[src/rtl/sar_seq_pkg.sv]
`timescale 1ns/1ps
package sar_seq_pkg;
   typedef enum logic [1:0] {
      ST_CAL  = 2'd0,
      ST_IDLE = 2'd1,
      ST_CONV = 2'd2
   } seq_state_t;
endpackage

[src/rtl/sar_bit_engine.sv]
`timescale 1ns/1ps
// Binary-search engine: one trial bit resolved per enabled step.
module sar_bit_engine #(
   parameter int DW = 16
) (
   input  logic                     clk,
   input  logic                     rst,
   input  logic                     start,
   input  logic                     step_en,
   input  logic                     skip_msb,
   input  logic                     comp,
   output logic [DW-1:0]            trial,
   output logic [$clog2(DW+1)-1:0]  cnt,
   output logic                     last
);
   localparam int CW = $clog2(DW+1);

   generate
      if (DW < 3) begin : g_bad_dw
         $error("sar_bit_engine: DW must be at least 3");
      end
   endgenerate

   logic [CW-1:0] cnt_q;
   logic          adv;

   assign last = (cnt_q == CW'(DW));
   assign adv  = step_en & ~last;
   assign cnt  = cnt_q;

   always_ff @(posedge clk or posedge rst) begin
      if (rst)        cnt_q <= '0;
      else if (start) cnt_q <= '0;
      else if (adv)   cnt_q <= cnt_q + CW'(1);
   end

   // each bit owns its register; decision on its own step, set one step earlier
   generate
      for (genvar i = 0; i < DW; i++) begin : g_bit
         localparam int CUR = DW - 1 - i;
         logic bit_q;
         if (i == DW - 1) begin : g_msb
            always_ff @(posedge clk or posedge rst) begin
               if (rst)        bit_q <= 1'b0;
               else if (start) bit_q <= 1'b1;
               else if (adv && cnt_q == CW'(CUR)) bit_q <= comp | skip_msb;
            end
         end else begin : g_low
            always_ff @(posedge clk or posedge rst) begin
               if (rst)        bit_q <= 1'b0;
               else if (start) bit_q <= 1'b0;
               else if (adv) begin
                  if (cnt_q == CW'(CUR))          bit_q <= comp;
                  else if (cnt_q == CW'(CUR - 1)) bit_q <= 1'b1;
               end
            end
         end
         assign trial[i] = bit_q;
      end
   endgenerate
endmodule

[src/rtl/sar_cal_stepper.sv]
`timescale 1ns/1ps
// Calibration program: N_CORR equal steps spanning CAL_TICKS ticks.
module sar_cal_stepper #(
   parameter int CAL_TICKS = 85530,
   parameter int N_CORR    = 10
) (
   input  logic                        clk,
   input  logic                        rst,
   input  logic                        run,
   output logic [$clog2(N_CORR)-1:0]   step,
   output logic                        wr_en,
   output logic                        done
);
   localparam int STEP_LEN = CAL_TICKS / N_CORR;
   localparam int LW       = (STEP_LEN > 1) ? $clog2(STEP_LEN) : 1;
   localparam int SW       = $clog2(N_CORR);

   generate
      if (N_CORR < 4) begin : g_bad_steps
         $error("sar_cal_stepper: N_CORR must be at least 4");
      end
      if (CAL_TICKS % N_CORR != 0) begin : g_bad_len
         $error("sar_cal_stepper: CAL_TICKS must divide evenly into N_CORR steps");
      end
      if (STEP_LEN < 2) begin : g_bad_step_len
         $error("sar_cal_stepper: each step needs at least two ticks");
      end
   endgenerate

   logic [LW-1:0] within_q;
   logic [SW-1:0] step_q;
   logic          step_end;

   assign step_end = (within_q == LW'(STEP_LEN - 1));
   assign wr_en    = run & step_end;
   assign done     = wr_en & (step_q == SW'(N_CORR - 1));
   assign step     = step_q;

   always_ff @(posedge clk or posedge rst) begin
      if (rst) begin
         within_q <= '0;
         step_q   <= '0;
      end else if (run) begin
         if (step_end) begin
            within_q <= '0;
            step_q   <= done ? '0 : step_q + SW'(1);
         end else begin
            within_q <= within_q + LW'(1);
         end
      end
   end
endmodule

[src/rtl/sar_trim_file.sv]
`timescale 1ns/1ps
// Register file of correction words, cleared by the calibration reset.
module sar_trim_file #(
   parameter int N_CORR = 10,
   parameter int TW     = 16
) (
   input  logic                        clk,
   input  logic                        rst,
   input  logic                        wr_en,
   input  logic [$clog2(N_CORR)-1:0]   wr_idx,
   input  logic [TW-1:0]               wr_data,
   input  logic [$clog2(N_CORR)-1:0]   rd_idx,
   output logic [TW-1:0]               rd_data
);
   localparam int IW = $clog2(N_CORR);

   logic [TW-1:0] ent [N_CORR];

   generate
      for (genvar e = 0; e < N_CORR; e++) begin : g_ent
         logic [TW-1:0] word_q;
         always_ff @(posedge clk or posedge rst) begin
            if (rst)                               word_q <= '0;
            else if (wr_en && wr_idx == IW'(e))    word_q <= wr_data;
         end
         assign ent[e] = word_q;
      end
   endgenerate

   always_comb begin
      rd_data = '0;
      for (int e = 0; e < N_CORR; e++) begin
         if (rd_idx == IW'(e)) rd_data = ent[e];
      end
   end
endmodule

[src/rtl/sar_cal_seq.sv]
`timescale 1ns/1ps
// Conversion / calibration sequencer top.
module sar_cal_seq
   import sar_seq_pkg::*;
#(
   parameter int DW        = 16,
   parameter int TW        = 16,
   parameter int CAL_TICKS = 85530,
   parameter int N_CORR    = 10
) (
   input  logic                        clk,
   input  logic                        cal,
   input  logic                        sample,
   input  logic                        conv_tick,
   input  logic                        comp,
   input  logic [TW-1:0]               cal_meas,
   output logic                        busy,
   output logic [DW-1:0]               dac_word,
   output logic [DW-1:0]               result,
   output logic [$clog2(N_CORR)-1:0]   cal_step,
   output logic [TW-1:0]               trim_word
);
   localparam int CW = $clog2(DW+1);
   localparam int SW = $clog2(N_CORR);
   localparam logic [DW-1:0] SIGN = {1'b1, {(DW-1){1'b0}}};

   generate
      if (N_CORR - 1 > DW) begin : g_bad_corr
         $error("sar_cal_seq: more bit corrections than bits");
      end
      if (SW < 2) begin : g_bad_diag
         $error("sar_cal_seq: step index too narrow for the diagnostic bits");
      end
   endgenerate

   seq_state_t     state_q;
   logic           busy_q, sample_q, tail_q;
   logic [DW-1:0]  res_q;
   logic [DW-1:0]  eng_trial;
   logic [CW-1:0]  eng_cnt;
   logic           eng_last;
   logic [SW-1:0]  step;
   logic           cal_wr, cal_done;
   logic [SW-1:0]  rd_idx;
   logic           in_conv, in_cal, commit, finish;

   assign in_conv = (state_q == ST_CONV);
   assign in_cal  = (state_q == ST_CAL);
   assign commit  = (state_q == ST_IDLE) & sample_q & ~sample;
   assign finish  = in_conv & conv_tick & eng_last;

   sar_bit_engine #(.DW(DW)) i_engine (
      .clk      (clk),
      .rst      (cal),
      .start    (commit),
      .step_en  (in_conv & conv_tick),
      .skip_msb (tail_q),
      .comp     (comp),
      .trial    (eng_trial),
      .cnt      (eng_cnt),
      .last     (eng_last)
   );

   sar_cal_stepper #(.CAL_TICKS(CAL_TICKS), .N_CORR(N_CORR)) i_stepper (
      .clk   (clk),
      .rst   (cal),
      .run   (in_cal & conv_tick),
      .step  (step),
      .wr_en (cal_wr),
      .done  (cal_done)
   );

   always_comb begin
      if (in_conv && eng_cnt < CW'(N_CORR - 1)) rd_idx = SW'(eng_cnt) + SW'(1);
      else                                      rd_idx = '0;
   end

   sar_trim_file #(.N_CORR(N_CORR), .TW(TW)) i_trim (
      .clk     (clk),
      .rst     (cal),
      .wr_en   (cal_wr),
      .wr_idx  (step),
      .wr_data (cal_meas),
      .rd_idx  (rd_idx),
      .rd_data (trim_word)
   );

   always_ff @(posedge clk or posedge cal) begin
      if (cal) begin
         state_q  <= ST_CAL;
         busy_q   <= 1'b1;
         res_q    <= '0;
         sample_q <= 1'b0;
         tail_q   <= 1'b0;
      end else begin
         sample_q <= sample;
         unique case (state_q)
            ST_CAL: begin
               if (cal_done) begin
                  state_q <= ST_IDLE;
                  busy_q  <= 1'b0;
                  tail_q  <= 1'b1;
               end
            end
            ST_IDLE: begin
               if (commit) begin
                  state_q <= ST_CONV;
                  busy_q  <= 1'b1;
               end else if (conv_tick) begin
                  tail_q  <= 1'b0;
               end
            end
            ST_CONV: begin
               if (conv_tick) tail_q <= 1'b0;
               if (finish) begin
                  res_q   <= eng_trial ^ SIGN;
                  busy_q  <= 1'b0;
                  state_q <= ST_IDLE;
               end
            end
            default: state_q <= ST_CAL;
         endcase
      end
   end

   assign busy     = busy_q;
   assign dac_word = eng_trial;
   assign cal_step = step;
   assign result   = (in_cal && sample) ? {res_q[DW-1:2], step[1:0]} : res_q;
endmodule

[config.mk]
export PLATFORM = sky130hd
export DESIGN_NAME = sar_cal_seq
export DESIGN_NICKNAME = d
export VERILOG_FILES = /design/src/rtl/sar_seq_pkg.sv /design/src/rtl/sar_bit_engine.sv /design/src/rtl/sar_cal_stepper.sv /design/src/rtl/sar_trim_file.sv /design/src/rtl/sar_cal_seq.sv
export SDC_FILE = /design/constraint.sdc
export NUM_CORES = 1
export LEC_CHECK = 0
export BUFFER_PORTS_ARGS = -buffer_cell sky130_fd_sc_hd__buf_2
export CORE_ASPECT_RATIO = 0.75
export CORE_MARGIN = 2
export CORE_UTILIZATION = 49
export CTS_CLUSTER_SIZE = 10
export DETAILED_ROUTE_END_ITERATION = 8
export PLACE_DENSITY = 0.67
export SLEW_MARGIN = 10
export SYNTH_ARGS = -nofsm -noshare
export SYNTH_HDL_FRONTEND = slang
export SYNTH_SLANG_ARGS = --single-unit
[constraint.sdc]
create_clock -name clk -period 7.2 [get_ports clk]
set_input_delay 0.36 -clock clk [delete_from_list [all_inputs] [get_ports clk]]
set_output_delay 0.36 -clock clk [all_outputs]
set_load 0.005 [all_outputs]
* Word level (Yosys, flattened, before mapping) *
Index checks and enable logic that the tools add are counted.

storage, ports and cells
  register bits after elaboration = 220
  input port bits = 21
  output and inout bits = 53

cells by class
  $add $sub $neg = 4
  magnitude comparators = 1
  eq/ne operators = 41
  multiplexer cells = 90
  bitwise gates (word level) = 12
  reduce and logical (&&, ||, !) cells = 55

operators by type and width
  operator                                                                number
  16-bit two-way mux                                                      10
  1-bit two-way mux                                                       68
  3-bit nonzero test                                                      16
  5-bit by 4-bit equality test with 1-bit output (second input constant)  8
  2-bit AND reduction                                                     17
  4-bit by 3-bit equality test with 1-bit output (second input constant)  8
  5-bit by 3-bit equality test with 1-bit output (second input constant)  4
  4-bit by 2-bit equality test with 1-bit output (second input constant)  4
  4-bit equality test (second input constant)                             4
  14-bit by 1-bit adder with 14-bit output (second input constant)        1
  14-bit equality test (second input constant)                            1
  14-bit two-way mux                                                      1
  1-bit logical AND                                                       13
  5-bit by 2-bit equality test with 1-bit output (second input constant)  2
  5-bit two-way mux                                                       2
  4-bit by 1-bit adder with 4-bit output (second input constant)          2
  1-bit bitwise AND                                                       8
  4-bit by 1-bit equality test with 1-bit output (second input constant)  2
  4-bit logical NOT                                                       2
  2-bit two-way mux                                                       4
  4-bit two-way mux                                                       2
  1-bit case mux with 3 select lines                                      2
  2-bit case mux with 3 select lines                                      1
  3-bit AND reduction                                                     2
  14 further kinds                                                        19

* Logic depth before layout (Yosys ltp) *
Gate-level depths: netlist of the first run.

  depth after elaboration = 14
  gate-level depth with buffers = 10
  mapped depth without buffers = 7

* Hierarchy *
A second synthesis of the first run with hierarchy kept.

unflattened totals
  cell total of the unflattened synthesis = 919
  area total of the unflattened synthesis = 11135.7 um2

by module, submodules not included
  module           times used  cells each  area each (um2)  sequential area each (um2)
  sar_trim_file    1           593         7727.4           4003.8
  sar_bit_engine   1           133         1295.0           525.5
  sar_cal_seq      1           93          1161.1           526.8
  sar_cal_stepper  1           100         952.2            450.4

* Least setup slack after synthesis of the first run *
No wires, ideal clock.

  path kind = reg2out
  from = register i_engine.cnt_q[0] (netlist: i_engine.cnt[0])
  to = output port trim_word[8]
  arrival time = 2490 ps
  data required time = 6840 ps
  path slack = 4350 ps
  cell stages (with the launch flop) = 9
  buffers on the path = 3
  path through = dfrtp_1 clkinv_1 clkbuf_1 ha_1 clkbuf_1 o311ai_1 clkbuf_1 a22oi_1 o21ai_1

between the ends
  longest elaborated chain between the ends = 14
  elaborated cells between the ends (all ways) = 24
  those cells by class = add/sub (1); order compare (1); eq/ne (9); mux (11); reduce/logical (2)

RTL lines
  element                                                RTL line              RTL
  from (decl)                                            sar_bit_engine.sv:24  logic [CW-1:0] cnt_q;
  from (signal assigned)                                 sar_bit_engine.sv:34  else if (adv) cnt_q <= cnt_q + CW'(1);
  5-bit by 4-bit less-than comparator with 1-bit output  sar_cal_seq.sv:74     if (in_conv && eng_cnt < CW'(N_CORR - 1)) rd_idx = SW'(eng_cnt) + SW'(1);
  1-bit logical AND                                      sar_cal_seq.sv:74
  4-bit two-way mux (*)                                  sar_cal_seq.sv:74
  4-bit logical NOT                                      sar_trim_file.sv:33   if (rd_idx == IW'(e)) rd_data = ent[e];
  16-bit two-way mux (9 in series)                       sar_trim_file.sv:33
  16-bit two-way mux (*)                                 sar_trim_file.sv:33
  to (decl)                                              sar_cal_seq.sv:21     output logic [TW-1:0] trim_word

Mark *: on every way between the ends. The rest lies on a longest branch, timed or not.

* Worst setup path in the final report of the first run *
Same ends and word-level chain as after synthesis.

==> results of run 1 <==
## layout by cell type (no fill, tap or decap), types with 14 or more instances in the layout
cell type,Yosys,final
dfrtp_1,219,218
mux2_2,166,166
buf_2,1,73
nand2_1,65,65
o21ai_0,60,60
mux2i_1,50,50
nor2_1,38,38
a21oi_1,28,28
clkbuf_16,0,27
inv_1,16,15
ha_1,15,15
nand3_1,14,14
o22ai_1,14,14
## per-layer routing
| layer | up-vias | track usage (%) | routed length (um) |
|---|---|---|---|
| li1 | 3318 | - | - |
| met1 | 3610 | 34.35 | 12310 |
| met2 | 202 | 29.99 | 10510 |
| met3 | 32 | 3.046 | 1349 |
| met4 | 0 | 4.362 | 368 |
| met5 | - | 0 | 0 |
## worst max-delay path, delay by kind of cell (launching register included)
kind                     cells  cell delay, ps
AO/OA/AOI/OAI                2             310
flip-flops                   1             350
AND/OR/NAND/NOR              2            1190
adder cells (fa/ha/maj)      1             590
XOR/XNOR                     1             180
buffers and inverters        3            1210
## logic make-up after synthesis
group	after synthesis	share of synthesized area (%)
buffers and inverters	111	5.531
AND/OR/NAND/NOR	166	7.575
XOR/XNOR	15	1.212
flip-flops	220	50.82
adder cells (fa/ha/maj)	15	1.732
multiplexers	226	23.26
AO/OA/AOI/OAI	166	9.873
## flip-flops by register name (all words and copies together) (netlist names)
signal,flops
state_q,2
sample_q,1
tail_q,1
i_engine.g_bit.bit_q,16
i_stepper.step,4
busy,1
res_q,16
i_stepper.within_q,14
i_trim.g_ent.word_q,160
i_engine.cnt,5
## area by class of cell
class                           count  area (um^2)
Clock buffer                       39        730.7
Tap cell                          294        367.9
Clock inverter                      1        7.507
Timing Repair Buffer               83        442.9
Fill cell                        1924        10000
Multi-Input combinational cell    588         4745
Inverter                           17        71.32
Sequential cell                   220         5508
## worst max path at each step
stage                                start                     endpoint  depth (start not counted)
3_3_place_gp   i_engine.cnt[0]$_DFFE_PP0P_                 trim_word[8]                          9
3_5_place_dp   i_engine.cnt[0]$_DFFE_PP0P_                 trim_word[8]                          9
2_1_floorplan                          cal  i_engine.cnt[0]$_DFFE_PP0P_                          1
5_1_grt        i_engine.cnt[0]$_DFFE_PP0P_                 trim_word[8]                          9
4_1_cts        i_engine.cnt[0]$_DFFE_PP0P_                 trim_word[8]                          9
6_report       i_engine.cnt[0]$_DFFE_PP0P_                 trim_word[8]                          9
## where the power goes
part | internal, mW | total (mW) | switching (mW)
combinational | 0.202 | 0.596 | 0.394
sequential | 1.28 | 1.33 | 0.0452
clock | 0.689 | 1.17 | 0.481
total | 2.17 | 3.09 | 0.920
## through the flow
step,area (um^2),hold slack [ps],setup WS [ps],utilization [%]
6_report,11870,70.22,2448,54.27
5_1_grt,11870,153.2,2219,54.27
4_1_cts,11870,125.4,2417,54.27
3_5_place_dp,11120,475.8,3051,50.85
3_3_place_gp,11120,472.9,3196,50.85
2_1_floorplan,10840,391.4,820.6,-
## Yosys cell counts, types with 14 or more instances
master | number | area share [%]
mux2_2 | 166 | 17
a21oi_1 | 28 | 1.3
buf_4 | 31 | 2.1
dfrtp_1 | 219 | 51
o21ai_0 | 60 | 2.8
nand2_1 | 65 | 2.3
mux2i_1 | 50 | 4.6
ha_1 | 15 | 1.7
nor2_1 | 38 | 1.3
o22ai_1 | 14 | 0.81
clkbuf_1 | 37 | 1.3
inv_1 | 16 | 0.55
nand3_1 | 14 | 0.65
==> results.toml, run 1 <==
[run_status]
status = "finished clean"

[final_layout]
drive_gt1_share_pct = 31.65
finalNetCount = 972
fin_cells = 1242
antenna-diode-count = 0
area_delta_synth_final_pct = 9.572

[cts]
clkSlewWorstSetupHoldPaths_ps = 60
cts_resized = 0
post_cts_buffers = 0
clock-sinks = 220
cts_tree = "yes"
numCtsBuffers = 26
htree_levels = 1
postCtsHoldBufs = 1
clk-insertion-delay-late_ps = 520
cts_root_buf = "clkbuf_16"
cts_buffer_depth = 3

[routing]
ant_nets = 0
vias = 7162
vias_per_cell = 5.767
wl_um = 24550
drc = 0
dr.pass1.iters = 6
drtIter0Drc = 533
wire_per_inst_um = 19.76

[sta]
hold_viol = 0
finalSetupViolations = 0
fmax_mhz = 210.4
fin_crit_ps = 4752
worst_clock_skew_ps = 14.32
finalCritPeriodShare_pct = 66.01
worst_slew_pin_slew_ps = 1144
rsz0062_at_grt = "false"
fin_tns_setup_ps = 0
slew_headroom_pct = 23.35
slew_violations = 0

[global_routing]
grt_max_degree = 147
antenna_found_initial = 0
grt_pass1_wl_um = 39270
grt_pass1_vias = 6761
grt_usage_pct = 21.18
overflow = 0

[yosys]
synthFlopType = "dfrtp_1"
ys_ff_latch = 220
synth_edf_count = 0
synth-seq-area-share_pct = 50.82
ys_types = 64
syn_area_um2 = 10840
syn_avg_cell_area_um2 = 11.79
synthArstFlopShare_pct = 100.0
yosysWarnings = 0
syn_inst = 919
syn_nets = 955

[worst_setup_path]
cp_max_fo = 58
path_cells = "buf_4 -> ha_1 -> xor2_2 -> buf_4 -> nand4_1 -> nor2_1 -> a2bb2oi_1 -> o21ai_1 -> buf_2"
crit_top_cell = "buf_4"
slowest_delay_ps = 730
end_kind = "primary output"
worstPathArrival_ps = 4390
cp.required_ps = 6840
rr_startpoint = "i_engine.cnt[0]$_DFFE_PP0P_"
crit_type = "flop to primary output"
startpoint_type = "flop"
r2r_end = "i_engine.g_bit[1].bit_q$_DFFE_PP0P_"
ff2ff_path_depth = 6
reg2reg_slack_ps = 3810
slowest_stage = "buf_4"

[place]
place_hpwl_um = 15500
routabilityCongestion = 0.8329
portBuffers = 73
placed_cells = 1201

[die]
die-area_um2 = 23330
core_um2 = 21880
ios = 74
die_y_um = 132.8
fp-row-count = 47
start_util_pct = 49.53
die_x_um = 175.7

[flow_run]
max-cap-violations = 0

[hold_path]
hold_path.class = "input pin to async pin"

[pwr]
p_leak_nw = 5.876
ir_worst_vdd_mv = 0.1398
power_mw = 3.093
powerDensity_nw_per_um2 = 260.6
Power figures use the tool's default switching activity.
==> inputs of run 2 (changes only) <==
- PLACE_DENSITY: 0.67 -> 0.69
- clock period: 7.2 -> 4.3 ns (I/O delays scaled with it)
==> run 2 against run 1 <==
  * First-iteration DRC count grew 3.2%
  * Clock power grew 63%
  * Via count grew 1.7%
  * Sequential share of layout area shrank 0.27 points
  * Final area grew 0.58%
  * Flip-flop and latch count is the same
  * Final cell count grew 0.56%
  * Critical path depth shrank 1
  * Worst setup slack lost 1800 ps
  * Combinational power grew 73%
  * Utilization grew 0.31 points
  * Die area is the same
==> results.toml, run 2 (synthesis gave the netlist of run 1 again) <==
[final_layout]
finalNetCount = 981
drive_gt1_share_pct = 32.04
final_util_pct = 54.59
fillers = 1893
multi_input_area_um2 = 4745
largest_reg_flops = 160
layout_common_cells = "dfrtp_1 (218), mux2_2 (166), buf_2 (73)"
layout_commonest_cell = "dfrtp_1"
area_delta_synth_final_pct = 10.21
layout.area.seq_um2 = 5508
max_flop_register = "i_trim.g_ent.word_q"
reg_top3 = "i_trim.g_ent.word_q (160), i_engine.g_bit.bit_q (16), res_q (16)"
antenna-diode-count = 0

[global_routing]
grt_pass1_wl_um = 39350
antenna_found_initial = 0
grt_pass1_vias = 7096
overflow = 0
grt_max_degree = 124
grt_usage_pct = 21.10

[place]
routabilityCongestion = 0.8162
place_hpwl_um = 15270
portBuffers = 73

[pwr]
p_leak_nw = 5.910
clkPwrFrac_pct = 37.0
internal-power_mw = 3.596
sw_frac_of_total_pct = 30.39
ir_worst_vdd_mv = 0.2868
combPwrFrac_pct = 19.9
switchingPower_mw = 1.570
powerDensity_nw_per_um2 = 432.6
p_seq_share_pct = 43.1

[worst_setup_path]
crit_type = "flop to primary output"
startpoint_type = "flop"
cp_max_fo = 32
path_buf_inv = 2
end_kind = "primary output"
slowest_stage = "and3_1"
slowest_delay_ps = 560
crit_family = "simple AND/OR/NAND/NOR gates"
worstPathArrival_ps = 3430
cp.required_ps = 4090
crit_top_cell = "nand3_1"
path_cells = "ha_1 -> xor2_2 -> buf_4 -> and3_1 -> nand3_1 -> o221ai_1 -> nand3_1 -> buf_2"

[cts]
cts_buffer_depth = 3
post_cts_buffers = 0
clk-insertion-delay-late_ps = 530
numCtsBuffers = 26
cts_root_buf = "clkbuf_16"
postCtsHoldBufs = 3
htree_levels = 1
cts_tree = "yes"
clock-sinks = 220
clkSlewWorstSetupHoldPaths_ps = 60
cts_resized = 0

[sta]
slew_violations = 0
fin_tns_setup_ps = 0
hold_viol = 0
worst_clock_skew_ps = 27.36
rsz0062_at_grt = "false"
worst_slew_pin_slew_ps = 1005
finalSetupViolations = 0
finalCritPeriodShare_pct = 84.70
fin_crit_ps = 3642
fmax_mhz = 274.6
slew_headroom_pct = 32.87

[die]
ios = 74
fp-row-count = 47
die_x_um = 175.7
start_util_pct = 49.53
die-area_um2 = 23330
core_um2 = 21880
die_y_um = 132.8

[flow_run]
max-cap-violations = 0

[routing]
wire_per_inst_um = 19.56
dr.pass1.iters = 5
ant_nets = 0
drtIter0Drc = 550
drc = 0
vias = 7282
wl_um = 24430
vias_per_cell = 5.830

[run_status]
status = "finished clean"

[hold_path]
hold_path.class = "input pin to flop"
[run 2: through the flow]
step	cell area [um^2]	total power, mW	std cells	worst slack, ps	hold WS (ps)
global route	11940	5.422	1249	427.2	68.04
CTS	11940	5.199	1249	673.9	46.85
floorplan	10840	3.014	919	1218	246.4
detailed placement	11200	3.274	1208	1235	355.4
global placement	11200	3.252	1208	1313	358.7
finish	11940	5.166	1249	657.7	63.45
[run 2: layer usage]
| layer | global-route usage, % | up-vias | share of wire [%] | wire length [um] |
|---|---|---|---|---|
| met5 | 0 | - | 0 | 0 |
| met4 | 4.178 | 0 | 1.2 | 300 |
| met2 | 31.34 | 182 | 44 | 10810 |
| li1 | - | 3331 | - | - |
| met3 | 4.425 | 26 | 6.5 | 1587 |
| met1 | 32.09 | 3743 | 48 | 11730 |
[run 2: power by group through the flow]
stage | sequential, mW | clock [mW] | combinational, mW
global placement | 2.25 | 0 | 0.998
global route | 2.24 | 2.04 | 1.15
floorplan | 2.23 | 0 | 0.783
detailed placement | 2.26 | 0 | 1.01
CTS | 2.22 | 1.95 | 1.02
finish | 2.23 | 1.91 | 1.03
[run 2: cell type report]
cell class / count / area share [%]
clock buffers: 36 / 5.763
flip-flops and latches: 220 / 46.12
well taps: 294 / 3.080
multi-input cells: 588 / 39.73
repair buffers: 92 / 4.526
clock inverters: 2 / 0.2096
inverters: 17 / 0.5658
[run 2: path summary, 6_finish.rpt]
| path | cells past startpoint | startpoint | slack [ps] | endpoint |
|---|---|---|---|---|
| worst max-delay path | 8 | i_engine.cnt[1]$_DFFE_PP0P_ | 660 | trim_word[9] |
| worst min-delay path | 2 | cal_meas[2] | 60 | i_trim.g_ent[8].word_q[2]$_DFFE_PP0P_ |
| worst max register to register | 7 | i_stepper.within_q[1]$_DFFE_PP0P_ | 1470 | i_trim.g_ent[6].word_q[6]$_DFFE_PP0P_ |
| worst min register to register | 1 | i_engine.g_bit[15].bit_q$_DFFE_PP0P_ | 500 | res_q[15]$_DFFE_PP0P_ |
| max in group asynchronous | 4 | cal | 2850 | i_trim.g_ent[9].word_q[3]$_DFFE_PP0P_ |
| min in group asynchronous | 3 | cal | 360 | i_stepper.within_q[13]$_DFFE_PP0P_ |
